## src/rtl/uart_regbridge.sv

```systemverilog
module uart_regbridge #(
  parameter int PRESC = 3
) (
  input  logic        clk,
  input  logic        rst,
  input  logic        rxd,
  output logic        txd,
  output logic        bus_cyc,
  output logic        bus_stb,
  output logic        bus_we,
  output logic [15:0] bus_adr,
  output logic [15:0] bus_wdat,
  input  logic [15:0] bus_rdat,
  input  logic        bus_ack
);
  localparam int BITC = (PRESC + 1) * 16;
  localparam int HALF = BITC / 2;
  localparam int CW   = $clog2(BITC);

  typedef enum logic [1:0] {R_IDLE, R_START, R_DATA, R_STOP} rx_e;
  typedef enum logic [2:0] {P_CMD, P_SP1, P_ADR, P_SP2, P_DAT, P_SP3} ps_e;

  // receiver
  logic [1:0]    rsync;
  rx_e           rstate;
  logic [CW-1:0] rcnt;
  logic [2:0]    rbit;
  logic [7:0]    rsh;
  logic          rvld;

  always_ff @(posedge clk) begin
    if (rst) begin
      rsync <= 2'b11; rstate <= R_IDLE; rcnt <= '0; rbit <= '0; rsh <= '0; rvld <= 1'b0;
    end else begin
      rsync <= {rsync[0], rxd};
      rvld  <= 1'b0;
      if (rstate == R_IDLE) begin
        if (!rsync[1]) begin
          rcnt   <= CW'(HALF - 1);
          rstate <= R_START;
        end
      end else if (rcnt != '0) begin
        rcnt <= rcnt - 1'b1;
      end else begin
        rcnt <= CW'(BITC - 1);
        case (rstate)
          R_START: begin
            rbit   <= '0;
            rstate <= rsync[1] ? R_IDLE : R_DATA;
          end
          R_DATA: begin
            rsh  <= {rsync[1], rsh[7:1]};
            rbit <= rbit + 1'b1;
            if (rbit == 3'd7) rstate <= R_STOP;
          end
          default: begin
            rvld   <= rsync[1];
            rstate <= R_IDLE;
          end
        endcase
      end
    end
  end

  // parser and bus master
  function automatic logic [4:0] hexval(input logic [7:0] c);
    if (c >= "0" && c <= "9") return {1'b1, 4'(c - 8'd48)};
    if (c >= "A" && c <= "F") return {1'b1, 4'(c - 8'd55)};
    if (c >= "a" && c <= "f") return {1'b1, 4'(c - 8'd87)};
    return 5'd0;
  endfunction

  ps_e         pst;
  logic        is_wr, cyc_q, msg_act;
  logic [1:0]  dig;
  logic [15:0] adr_q, dat_q, rd_q;
  logic [4:0]  hx;
  logic        sp, take, rd_done;

  assign hx      = hexval(rsh);
  assign sp      = (rsh == " ");
  assign take    = rvld && !msg_act && !cyc_q;
  assign rd_done = cyc_q && bus_ack && !is_wr;

  always_ff @(posedge clk) begin
    if (rst) begin
      pst <= P_CMD; is_wr <= 1'b0; cyc_q <= 1'b0; dig <= '0;
      adr_q <= '0; dat_q <= '0; rd_q <= '0;
    end else begin
      if (cyc_q && bus_ack) begin
        cyc_q <= 1'b0;
        if (!is_wr) rd_q <= bus_rdat;
      end
      if (take) begin
        case (pst)
          P_CMD: if (rsh == "W" || rsh == "R") begin
            is_wr <= (rsh == "W");
            pst   <= P_SP1;
          end
          P_SP1: begin
            dig <= '0;
            pst <= sp ? P_ADR : P_CMD;
          end
          P_ADR: if (hx[4]) begin
            adr_q <= {adr_q[11:0], hx[3:0]};
            dig   <= dig + 1'b1;
            if (dig == 2'd3) pst <= P_SP2;
          end else pst <= P_CMD;
          P_SP2: begin
            dig <= '0;
            if (!sp) pst <= P_CMD;
            else if (is_wr) pst <= P_DAT;
            else begin pst <= P_CMD; cyc_q <= 1'b1; end
          end
          P_DAT: if (hx[4]) begin
            dat_q <= {dat_q[11:0], hx[3:0]};
            dig   <= dig + 1'b1;
            if (dig == 2'd3) pst <= P_SP3;
          end else pst <= P_CMD;
          default: begin
            pst <= P_CMD;
            if (sp) cyc_q <= 1'b1;
          end
        endcase
      end
    end
  end

  assign bus_cyc  = cyc_q;
  assign bus_stb  = cyc_q;
  assign bus_we   = cyc_q && is_wr;
  assign bus_adr  = adr_q;
  assign bus_wdat = dat_q;

  // transmitter and message sequencer
  logic          msg_ban, tbusy;
  logic [2:0]    midx, mlast;
  logic [CW-1:0] tcnt;
  logic [3:0]    tbit, nib;
  logic [10:0]   tsh;
  logic [7:0]    ch;

  always_comb begin
    case (midx[1:0])
      2'd0:    nib = rd_q[15:12];
      2'd1:    nib = rd_q[11:8];
      2'd2:    nib = rd_q[7:4];
      default: nib = rd_q[3:0];
    endcase
    if (msg_ban) begin
      case (midx)
        3'd0:    ch = "R";
        3'd1:    ch = "E";
        3'd2:    ch = "A";
        3'd3:    ch = "D";
        3'd4:    ch = "Y";
        3'd5:    ch = 8'h0d;
        default: ch = 8'h0a;
      endcase
    end else if (midx < 3'd4) begin
      ch = (nib < 4'd10) ? 8'd48 + 8'(nib) : 8'd55 + 8'(nib);
    end else begin
      ch = (midx == 3'd4) ? 8'h0d : 8'h0a;
    end
  end

  assign mlast = msg_ban ? 3'd6 : 3'd5;

  always_ff @(posedge clk) begin
    if (rst) begin
      msg_act <= 1'b1; msg_ban <= 1'b1; midx <= '0;
      tbusy <= 1'b0; tcnt <= '0; tbit <= '0; tsh <= '1;
    end else if (!tbusy) begin
      if (msg_act) begin
        tbusy <= 1'b1;
        tsh   <= {2'b11, ch, 1'b0};
        tcnt  <= CW'(BITC - 1);
        tbit  <= '0;
      end else if (rd_done) begin
        msg_act <= 1'b1;
        msg_ban <= 1'b0;
        midx    <= '0;
      end
    end else if (tcnt != '0) begin
      tcnt <= tcnt - 1'b1;
    end else begin
      tcnt <= CW'(BITC - 1);
      tsh  <= {1'b1, tsh[10:1]};
      tbit <= tbit + 1'b1;
      if (tbit == 4'd10) begin
        tbusy <= 1'b0;
        midx  <= midx + 1'b1;
        if (midx == mlast) msg_act <= 1'b0;
      end
    end
  end

  assign txd = tbusy ? tsh[0] : 1'b1;

  p_stop_r1: assert property (@(posedge clk) disable iff (rst)
    tbusy && tbit >= 4'd9 |-> txd);
  p_quiet_r3: assert property (@(posedge clk) disable iff (rst)
    msg_act |-> !bus_cyc);
  p_reply_r5: assert property (@(posedge clk) disable iff (rst)
    $rose(msg_act) |-> !msg_ban && $past(bus_cyc && bus_ack && !bus_we));
  p_hold_r8: assert property (@(posedge clk) disable iff (rst)
    bus_cyc && !bus_ack |=> bus_cyc && $stable(bus_adr) && $stable(bus_we) && $stable(bus_wdat));
  p_drop_r8: assert property (@(posedge clk) disable iff (rst)
    bus_cyc && bus_ack |=> !bus_cyc && !bus_stb);
endmodule

```

## config.mk

```make
export PLATFORM = sky130hd
export DESIGN_NAME = uart_regbridge
export DESIGN_NICKNAME = d
export VERILOG_FILES = /design/src/rtl/uart_regbridge.sv
export SDC_FILE = /design/constraint.sdc
export NUM_CORES = 1
export LEC_CHECK = 0
export ABC_CLOCK_PERIOD_IN_PS = 3200
export BUFFER_PORTS_ARGS = -buffer_cell sky130_fd_sc_hd__buf_2
export CORE_UTILIZATION = 50
export DETAILED_ROUTE_END_ITERATION = 7
export MAX_ROUTING_LAYER = met4
export PLACE_DENSITY = 0.7
export SYNTH_ARGS = -nofsm -noshare
export SYNTH_HDL_FRONTEND = slang
export SYNTH_SLANG_ARGS = --single-unit
```

## constraint.sdc

```tcl
create_clock -name clk -period 3.2 [get_ports clk]
set_clock_uncertainty 0.15 [all_clocks]
set_input_delay 0.32 -clock clk [delete_from_list [all_inputs] [get_ports clk]]
set_output_delay 0.32 -clock clk [all_outputs]
set_load 0.02 [all_outputs]
```

**After elaboration in Yosys (flattened, before gate mapping)**

Cells that the tools add are included.

- Register bits: 104
- Input bits: 20
- Output and inout port bits: 36
- Logic and storage cells: 185

- Add/subtract/negate cells: 11
- Magnitude comparators: 8
- Equal/unequal tests: 31
- Multiplexer cells: 71
- Bitwise gates (word level): 5
- Reductions and logical operators: 39

Operators with widths:

| kind | count |
|---|---|
| $pmux W7 S6 | 1 |
| $mux W3 | 13 |
| $mux W6 | 6 |
| $mux W11 | 3 |
| $mux W5 | 6 |
| $reduce_and A3 Y1 | 9 |
| $mux W1 | 22 |
| $eq A8 B7 Y1 const B | 2 |
| $ge A8 B7 Y1 const B | 2 |
| $le A8 B7 Y1 const B | 2 |
| $mux W2 | 8 |
| $pmux W3 S5 | 1 |
| $add A6 B4 Y7 const A | 2 |
| $mux W7 | 2 |
| $eq A3 B2 Y1 const B | 4 |
| $eq A3 B3 Y1 const B | 4 |
| $mux W4 | 3 |
| $pmux W4 S3 | 1 |
| $reduce_bool A6 Y1 | 2 |
| $sub A6 B1 Y6 const B | 2 |
| $ne A3 B3 Y1 const B | 3 |
| $eq A8 B6 Y1 const B | 1 |
| $ge A8 B6 Y1 const B | 1 |
| $le A8 B6 Y1 const B | 1 |
| other kinds (30) | 64 |

**Longest topological paths before layout**

Gate-level depths: netlist of the first run.

- Depth in word-level cells: 11
- Mapped depth: 10
- Mapped depth without buffers: 9

**Worst setup path before layout of the first run**

Ideal clock, no wire load.

- Path kind: register to register
- Start point: register midx[0]
- End point: register tsh[3]
- Setup time: 145 ps
- Data arrival time: 1990 ps
- Data required time: 2905 ps
- Slack: 915 ps
- Cell stages (with the launch flop): 11
- Path buffers: 1
- Period minus slack after synthesis: 2285 ps
- Path through: dfxtp_1 inv_1 ha_1 clkbuf_1 a222oi_1 nand2_1 o21ai_0 ha_1 a21oi_1 a311oi_1 o221ai_1

- Cells in the longest elaborated chain, start to end: 8
- Elaborated cells between the ends (all ways): 21
- Classes of those cells: add/sub (2); order compare (2); eq/ne (7); mux (8); reduce/logical (2)

RTL lines:

| item | RTL line | source |
|---|---|---|
| start: declaration | 137 | `logic [2:0] midx, mlast;` |
| start signal: assignment | 192 | `midx <= midx + 1'b1;` |
| $eq A2 B2 Y1, or another cell as far along | 144 | `case (midx[1:0])` |
| $pmux W4 S3 | 144 |  |
| $add A6 B4 Y7 / $lt A4 B4 Y1 (equally long branches) | 161 | `ch = (nib < 4'd10) ? 8'd48 + 8'(nib) : 8'd55 + 8'(nib);` |
| $mux W7 | 161 |  |
| $mux W7 | 160 | `end else if (midx < 3'd4) begin` |
| $mux W8 (*) | 150 | `if (msg_ban) begin` |
| $mux W11 (*) | 174 | `if (msg_act) begin` |
| $mux W11 (*) | 173 | `end else if (!tbusy) begin` |
| end signal: assignment | 176 | `tsh <= {2'b11, ch, 1'b0};` |
| end signal: assignment | 188 | `tsh <= {1'b1, tsh[10:1]};` |
| end: declaration | 140 | `logic [10:0] tsh;` |

Every way passes the cells marked *; elsewhere a longest branch is shown, timed or not. The select of a mux whose other input is x is not followed.
A chain may end at the register's enable or synchronous reset.

**Worst setup path in the final report of the first run**

Ends and elaborated chain as after synthesis.

==> summary.md, run 1 <==
| Metric | Value |
|---|---|
| Flip-flop and latch count after synthesis | `102` |
| IO Port Bufs | `55` |
| Syn avg cell area | `8.49 sq um` |
| Total negative slack | `0 ps` |
| Post-synth cell types | `72` |
| Total clock sinks | `102` |
| Final period util | `0.796` |
| DRC violations left | `0` |
| Finished Cell Area | `5530 sq um` |
| Share of the synthesized area in the top cell type | `0.410` |
| Final min period | `2550 ps` |
| PwrDens | `420 nW/um^2` |
| DR WL/cell | `13.3 microns` |
| Relative max-transition margin | `0.525` |
| Count leader, synth | `dfxtp_1` |
| Area of the die | `10400 sq um` |
| Row count | `36` |
| Worst r2r dst | `tsh[3]` |
| Starting Density | `0.512` |
| Net Count, Synth | `629` |
| Hold Path Class | `in -> reg` |
| Largest net degree at the start of global routing | `99` |
| Initial DRC count | `226` |
| Prevailing post-synth register cell | `dfxtp_1` |
| Hold Path End | `rd_q[12]` |
| GR Overflow Total | `0` |
| Mapped Area | `4980 sq um` |
| Post-CTS sizing | `0` |
| Via density | `5.53` |
| Crit-path max cell delay | `400 ps` |
| Clock transition at the registers of the reported paths | `100 ps` |
| Endpoint class of the critical path | `flip-flop` |
| Critical Path RT | `3260 ps` |
| CP max-delay cell | `a222oi_1` |
| DPL Wire Length | `7100 microns` |
| R2R Setup Slk | `650 ps` |
| Routed Antenna Nets | `0` |
| Area delta synth->final | `11.0%` |
| Initial antenna violation count | `0` |
| Critical-path cell list | `inv_1 -> ha_1 -> a222oi_1 -> nand2_1 -> o21ai_0 -> ha_1 -> a21oi_1 -> a311oi_1 -> o221ai_1` |
| RSZ-0062 raised after global routing | `no` |
| Vias in the first global route | `3905` |
| Yosys top cell by area | `dfxtp_1` |
| Post-Place Cells | `745` |
| CORE AREA | `9730 sq um` |
| Placed Area | `5320 sq um` |
| Peak VDD IR | `501 uV` |
| Die width | `102 microns` |
| Final WL | `10100 microns` |
| EDFF count, synth | `0` |
| # setup viols final | `0` |
| Longest Clk Path Bufs | `2` |
| Vias | `4217` |
| Total Power | `2.32 mW` |
| Post-synth ARST share | `0` |
| CTS H-tree lvls | `3` |
| Fin cells | `762` |
| Critical path class | `reg -> reg` |
| Drt first pass iters | `4` |
| First-pass GRT wire length | `17300 microns` |
| Worst-path fanout max | `10` |
| Clock insertion delay at the later pin of the skew report | `370 ps` |
| Max_cap viols | `0` |
| YS warnings | `0` |
| Leakage | `2.29 nW` |
| Fraction of layout cells with a size suffix above 1 | `0.154` |
| Worst-margin pin slew | `713 ps` |
| CP Launch Type | `flip-flop` |
| Min-delay src | `bus_rdat[12]` |
| Most frequent cells after synthesis | `102 x dfxtp_1, 79 x nand2_1, 64 x a21oi_1` |
| Fmax | `0.393 GHz` |
| R2R cell count | `9` |
| Data arrival, critical path | `2610 ps` |
| Status | `completed` |
| Inserted Diodes | `0` |
| Gpl congestion | `0.896` |
| Synth Instances | `587` |
| Layout Nets | `666` |
| Worst r2r src | `midx[0]` |
| GRT Util Overall | `0.214` |
| Most used cell, CP | `ha_1` |
| Final hold vios | `0` |
| Final slew viol count | `0` |
| # IOs | `56` |
| Cts bufs inserted | `9` |
| Die height | `102 microns` |
| Seq/Total Area, Yosys | `0.410` |
| CTS Root Cell | `clkbuf_8` |
| CTS tree | `done` |
| Hold Path Cell Cnt | `3` |
| Top cells by area, synth | `dfxtp_1 41%, a21oi_1 6.4%, nand2_1 6.0%` |
| Hold WS | `25.8 ps` |
## timing repair
action / 4_1_cts / 5_1_grt
hold buffers: 1 / 0
hold endpoints to repair: 1 / 0
setup buffers: 0 / 0
## how the worst max path moves through the flow
| stage | from | end | slack [ps] | depth (start not counted) |
|---|---|---|---|---|
| after floorplan | midx[0] | tsh[3] | 920 | 10 |
| after global placement | rsh[1] | bus_adr[2] | 820 | 7 |
| after detailed placement | midx[0] | tsh[3] | 710 | 9 |
| after CTS | midx[0] | tsh[3] | 660 | 9 |
| after global routing | midx[0] | tsh[3] | 380 | 9 |
| final | midx[0] | tsh[3] | 650 | 9 |
## sequential cells by signal, summed over array words and instances (netlist names), 2 cells and up
signal,count
bus_adr,16
bus_wdat,16
rd_q,16
tsh,9
rsh,8
rcnt,6
tcnt,6
tbit,4
midx,3
pst,3
rbit,3
dig,2
rstate,2
rsync,2
## stage by stage
step / setup slack (ps) / util
global placement: 819 / 0.546
CTS: 664 / 0.569
detailed placement: 715 / 0.546
finish: 653 / 0.569
floorplan: 915 / -
global route: 379 / 0.569
## area by class of cell
| class | instances | area, sq um |
|---|---|---|
| multi-input combinational | 426 | 2680 |
| clock inverter | 6 | 68.8 |
| fill | 895 | 4200 |
| inverter | 21 | 78.8 |
| tap | 133 | 166 |
| timing repair buffer | 64 | 358 |
| sequential | 102 | 2040 |
| clock buffer | 10 | 138 |
## power by group
part           leakage [nW]  internal (mW)  switching [mW]
registers             0.828           1.30          0.0268
clock network         0.103          0.387           0.448
logic                  1.36         0.0672          0.0948
## cells by family after synthesis
kind of cell | count (synthesis) | synth area share
AND/OR/NAND/NOR | 220 | 0.214
AO/OA/AOI/OAI | 150 | 0.198
flip-flops | 102 | 0.410
buffers and inverters | 59 | 0.0547
multiplexers | 30 | 0.0608
adder cells (fa/ha/maj) | 23 | 0.0572
XOR/XNOR | 3 | 0.00527
## critical path, delay by kind of cell, from the launching register on
kind / cells / cell delay [ps]
DFF: 1 / 390
and+or+nand+nor: 1 / 80
adders and majority gates: 2 / 600
buffers and inverters: 1 / 140
AOI/OAI and AO/OA: 5 / 1030
## layout by cell type (no fill, tap or decap), drive strengths merged, types with 6 or more instances in the layout
cell      n
a211oi   11
a21o      6
a21oi    65
a22oi     6
a311oi    6
buf      63
clkbuf   10
dfxtp   102
ha       22
inv      22
mux2i    28
nand2    79
nand2b    6
nand3    18
nor2     58
nor2b     6
nor3     14
o21ai    14
## layer usage
metal	share of wire	vias to the layer above	track usage
li1	-	2158	-
met5	0	-	-
met1	0.46	2003	0.250
met3	0.027	11	0.0451
met4	0.012	0	0.0637
met2	0.50	45	0.369
Note: power is estimated with default switching activity, not from simulation.
==> inputs of run 2 (changes only) <==
- ABC_CLOCK_PERIOD_IN_PS: 3200 -> 2150
- PLACE_DENSITY: 0.7 -> 0.73
- clock period: 3.2 -> 2.15 ns (I/O delays scaled with it)
==> summary.md, run 2 (synthesis gave the netlist of run 1 again) <==
| Metric | Value |
|---|---|
| Status | `finished with violations` |
| Failing checks | `negative setup slack` |
| Final min period | `2150 ps (-394 ps)` |
| Critical path class | `reg -> reg` |
| Layout Nets | `725 (+8.9%)` |
| Initial DRC count | `216 (-4.4%)` |
| DR WL/cell | `14.8 microns (+12%)` |
| RSZ-0062 raised after global routing | `yes` |
| Most frequent cells in the layout | `96 x dfxtp_1, 79 x nand2_1, 59 x a21oi_1` |
| Worst-path fanout max | `5 (-5)` |
| Die width | `102 microns (unchanged)` |
| Max_cap viols | `0 (unchanged)` |
| FILL cells | `799 (-11%)` |
| Critical Path RT | `2280 ps (-980 ps)` |
| Area delta synth->final | `27.1%` |
| Area of the die | `10400 sq um (unchanged)` |
| Final period util | `1.00 (+0.205)` |
| Starting Density | `0.512 (unchanged)` |
| Inserted Diodes | `0 (unchanged)` |
| CTS H-tree lvls | `3 (unchanged)` |
| Fmax | `0.464 GHz (+18%)` |
| Routed Antenna Nets | `0 (unchanged)` |
| DRC violations left | `0 (unchanged)` |
| Largest net degree at the start of global routing | `36 (-64%)` |
| Final slew viol count | `0 (unchanged)` |
| Cts bufs inserted | `9 (unchanged)` |
| IO Port Bufs | `55 (unchanged)` |
| Min-delay src | `bus_ack` |
| Worst r2r src | `rsh[0]` |
| GRT Util Overall | `0.238 (+0.0239)` |
| Data arrival, critical path | `2280 ps (-330 ps)` |
| Clock transition at the registers of the reported paths | `100 ps (about the same)` |
| DPL Wire Length | `7890 microns (+11%)` |
| Drt first pass iters | `5 (+1)` |
| Clock insertion delay at the later pin of the skew report | `390 ps (+20 ps)` |
| Place WS | `-108 ps (-823 ps)` |
| Endpoint class of the critical path | `flip-flop` |
| PwrDens | `553 nW/um^2 (+32%)` |
| Final Worst Setup Slack | `-2.88 ps (-656 ps)` |
| Die height | `102 microns (unchanged)` |
| # IOs | `56 (unchanged)` |
| Crit path from | `rsh[0]` |
| Initial antenna violation count | `0 (unchanged)` |
| Worst-margin pin slew | `518 ps (-194 ps)` |
| Final WL | `12200 microns (+20%)` |
| Relative max-transition margin | `0.650 (+0.125)` |
| Final hold vios | `0 (unchanged)` |
| Fraction of layout cells with a size suffix above 1 | `0.266 (+0.112)` |
| Leakage | `2.59 nW (+13%)` |
| Row count | `36 (unchanged)` |
| Vias in the first global route | `4254 (+8.9%)` |
| CTS Root Cell | `clkbuf_8` |
| First-pass GRT wire length | `18900 microns (+9.5%)` |
| Peak VDD IR | `519 uV (+3.8%)` |
| CP Launch Type | `flip-flop` |
| CORE AREA | `9730 sq um (unchanged)` |
| Gpl congestion | `0.857 (-4.3%)` |
| Post-Place Cells | `770 (+3.4%)` |
| Util after Layout | `0.651 (+0.0823)` |
| Via density | `5.62 (+1.6%)` |
| Fin cells | `821 (+7.7%)` |
| Vias | `4615 (+9.4%)` |
| Hold Path Class | `in -> reg` |
| Total clock sinks | `102 (unchanged)` |
| Longest Clk Path Bufs | `2 (unchanged)` |
| Commonest non-fill, non-tap cell in the layout | `dfxtp_1` |
| # setup viols final | `1 (+1)` |
| CTS tree | `done` |
| GR Overflow Total | `0 (unchanged)` |
[run 2: changes by cell type in the layout (fill, tap and decap cells not counted), moves of 5 or more]
cell,change
a21oi_1,-5
a21oi_2,+5
buf_4,+35
dfxtp_1,-6
dlygate4sd3_1,+16
ha_1,-8
ha_4,+6
inv_1,-6
[run 2: layer usage]
| metal | share of wire | GRT usage | vias up |
|---|---|---|---|
| met1 | 0.43 | 0.268 | 2242 |
| met5 | 0 | - | - |
| met3 | 0.034 | 0.0595 | 14 |
| met2 | 0.52 | 0.411 | 87 |
| met4 | 0.013 | 0.0791 | 0 |
| li1 | - | - | 2272 |
[run 2: worst max-delay path, cell delays in order (launching register included)]
cell,delay (ps)
dfxtp_4,380
inv_4,70
ha_4,130
or3b_4,380
and4_4,180
o211ai_4,210
buf_12,150
buf_12,110
mux2i_2,200
nor2_1,70
[run 2: worst paths after layout]
| path | to | slack, ps | cells past startpoint |
|---|---|---|---|
| max | bus_adr[7] | -3 | 9 |
| min | bus_cyc | 10 | 4 |
| max reg2reg | bus_adr[7] | -3 | 9 |
| min reg2reg | rsync[1] | 260 | 1 |
[run 2: where the power goes]
group	internal (mW)	leakage, nW	switching, mW
Combinational	0.146	1.67	0.160
Clock	0.546	0.0895	0.686
Sequential	1.93	0.832	0.0392
Total	2.62	2.59	0.885
[run 2: per-stage QoR]
| step | cell area, sq um | total power, mW | setup TNS, ps | hold WS, ps |
|---|---|---|---|---|
| 2_1_floorplan | 5000 | 2.18 | -1.02 | 169 |
| 6_report | 6330 | 3.51 | -2.88 | 10.2 |
| 4_1_cts | 6070 | 3.53 | -21.1 | 1.04 |
| 3_5_place_dp | 5530 | 2.27 | -434 | 246 |
| 5_1_grt | 6330 | 3.64 | -907 | 34.4 |
| 3_3_place_gp | 5530 | 2.25 | 0 | 242 |
[run 2: cell type report]
class | count | area (sq um) | share of cell area
clock buffer | 10 | 128 | 0.0202
timing repair buffer | 123 | 925 | 0.146
multi-input combinational | 426 | 2900 | 0.457
clock inverter | 6 | 70.1 | 0.0111
sequential | 102 | 2060 | 0.325
inverter | 21 | 88.8 | 0.0140
tap | 133 | 166 | 0.0263
[run 2: timing repair]
item	4_1_cts	5_1_grt
setup endpoints to repair	21	50
hold buffers	17	0
endpoints found under the hold margin	17	0
cloned	0	2
resized for setup	25	39
buffers inserted	12	4
pin swaps	11	17
==> inputs of run 3 (changes only) <==
- ABC_CLOCK_PERIOD_IN_PS: 2150 -> 2300
- PLACE_DENSITY: 0.73 -> 0.7
- clock period: 2.15 -> 2.3 ns (I/O delays scaled with it)
==> summary.md, run 3 (synthesis gave the netlist of run 1 again) <==
| Metric | Value |
|---|---|
| Status | `completed` |
| # setup viols final | `0 (-1)` |
| FILL cells | `890 (+11%)` |
| First-pass GRT wire length | `17500 microns (-7.4%)` |
| Die width | `102 microns (unchanged)` |
| Cts bufs inserted | `9 (unchanged)` |
| Area delta synth->final | `18.7%` |
| Relative max-transition margin | `0.515 (-0.135)` |
| R2R cell count | `7 (-2)` |
| Most frequent cells in the layout | `99 x dfxtp_1, 79 x nand2_1, 62 x a21oi_1` |
| Initial DRC count | `168 (-22%)` |
| GR Overflow Total | `0 (unchanged)` |
| Final period util | `0.985 (-0.0167)` |
| Largest net degree at the start of global routing | `52 (+44%)` |
| Vias | `4381 (-5.1%)` |
| Die height | `102 microns (unchanged)` |
| Max_cap viols | `0 (unchanged)` |
| Hold Path Class | `in -> reg` |
| DR WL/cell | `13.5 microns (-9.4%)` |
| CORE AREA | `9730 sq um (unchanged)` |
| Hold Path Cell Cnt | `4 (unchanged)` |
| Drt first pass iters | `6 (+1)` |
| Clock transition at the registers of the reported paths | `80 ps (-20 ps)` |
| Total clock sinks | `102 (unchanged)` |
| Endpoint class of the critical path | `flip-flop` |
| Reg power frac | `0.552 (-0.009)` |
| CTS H-tree lvls | `3 (unchanged)` |
| Worst-margin pin slew | `728 ps (+210 ps)` |
| Final hold vios | `0 (unchanged)` |
| Switching power | `0.760 mW (-14%)` |
| Total Power | `3.33 mW (-4.9%)` |
| Util after Layout | `0.608 (-0.0432)` |
| Starting Density | `0.512 (unchanged)` |
| Via density | `5.51 (-2.0%)` |
| RSZ-0062 raised after global routing | `yes` |
| Combinational share of power | `0.084 (-0.003)` |
| Fmax | `0.442 GHz (-4.9%)` |
| Final WL | `10700 microns (-12%)` |
| P_int | `2.57 mW (-1.8%)` |
| Clock share of power | `0.363 (+0.012)` |
| GRT Util Overall | `0.218 (-0.0199)` |
| Routed Antenna Nets | `0 (unchanged)` |
| # IOs | `56 (unchanged)` |
| Critical path class | `reg -> reg` |
| Clock insertion delay at the later pin of the skew report | `370 ps (-20 ps)` |
| Row count | `36 (unchanged)` |
| Switching part of the total | `0.228 (-0.0246)` |
| Critical Path RT | `2440 ps (+160 ps)` |
| DRC violations left | `0 (unchanged)` |
| Final min period | `2260 ps (+112 ps)` |
| Peak VDD IR | `402 uV (-23%)` |
| Commonest non-fill, non-tap cell in the layout | `dfxtp_1` |
| Data arrival, critical path | `2410 ps (+130 ps)` |
| Fraction of layout cells with a size suffix above 1 | `0.190 (-0.0757)` |
| CP Launch Type | `flip-flop` |
| Worst-path fanout max | `4 (-1)` |
| Gpl congestion | `0.878 (+2.4%)` |
| IO Port Bufs | `55 (unchanged)` |
| Initial antenna violation count | `0 (unchanged)` |
| PwrDens | `564 nW/um^2 (+1.9%)` |
| Leakage | `2.47 nW (-4.6%)` |
| Layout Nets | `701 (-3.3%)` |
| DPL Wire Length | `7540 microns (-4.4%)` |
| CTS tree | `done` |
| Vias in the first global route | `3970 (-6.7%)` |
| CTS Root Cell | `clkbuf_8` |
| Longest Clk Path Bufs | `2 (unchanged)` |
| Final slew viol count | `0 (unchanged)` |
| Inserted Diodes | `0 (unchanged)` |
| Area of the die | `10400 sq um (unchanged)` |
run 3: cell count changes in the layout (fill, tap and decap cells not counted), sizes merged:
cell / previous run / this run
buf: 104 / 82
clkinvlp: 3 / 0
bufinv: 1 / 2
clkbuf: 12 / 11
inv: 23 / 22
run 3: repair_timing:
item | 4_1_cts | 5_1_grt
hold buffers | 17 | 0
pin swaps | 0 | 9
gates resized for setup | 1 | 18
setup endpoints to repair | 1 | 8
endpoints found under the hold margin | 17 | 0
buffers inserted | 0 | 4
run 3: worst paths after layout:
| path | startpoint | end | slack, ps |
|---|---|---|---|
| worst max-delay path | rcnt[1] | rstate[1] | 40 |
| worst min-delay path | bus_ack | bus_cyc | 30 |
| worst max register to register | rcnt[1] | rstate[1] | 40 |
| worst min register to register | rsync[0] | rsync[1] | 260 |
run 3: final cells by class:
class,count,area [sq um],area share
Clock buffer,11,141,0.0239
Clock inverter,3,68.8,0.0116
Inverter,21,78.8,0.0133
Multi-Input combinational cell,426,2720,0.460
Sequential cell,102,2050,0.346
Tap cell,133,166,0.0281
Timing Repair Buffer,99,689,0.117
run 3: worst max-delay path: stages (launching register included):
cell and delay, ps:
dfxtp_1 340, inv_2 70, ha_4 130, or3b_4 410, nor4_4 350, a21oi_2 120
or4b_4 500, a21oi_2 130
run 3: power groups by stage:
stage | combinational, mW | clock (mW) | sequential [mW]
2_1_floorplan | 0.170 | 0 | 1.87
3_3_place_gp | 0.222 | 0 | 1.88
3_5_place_dp | 0.231 | 0 | 1.88
4_1_cts | 0.254 | 1.26 | 1.84
5_1_grt | 0.314 | 1.32 | 1.85
6_report | 0.281 | 1.21 | 1.84
run 3: routing by layer:
metal  part of all wire  vias to the layer above  GRT usage
li1                   -                     2220          -
met1               0.46                     2094      0.253
met2               0.50                       57      0.380
met3              0.026                       10     0.0479
met4             0.0096                        0     0.0582
met5                  0                        -          -
run 3: per-stage QoR:
stage	hold slack [ps]	std cells	TNS [ps]	setup WS [ps]	area [sq um]
after detailed placement	246	760	0	23.6	5450
after global placement	243	760	0	112	5450
after floorplan	184	587	0	15.2	4980
after global routing	79.4	795	-48.7	-40.7	5910
after CTS	16.6	791	0	26.9	5840
final	34.4	795	0	35.3	5910
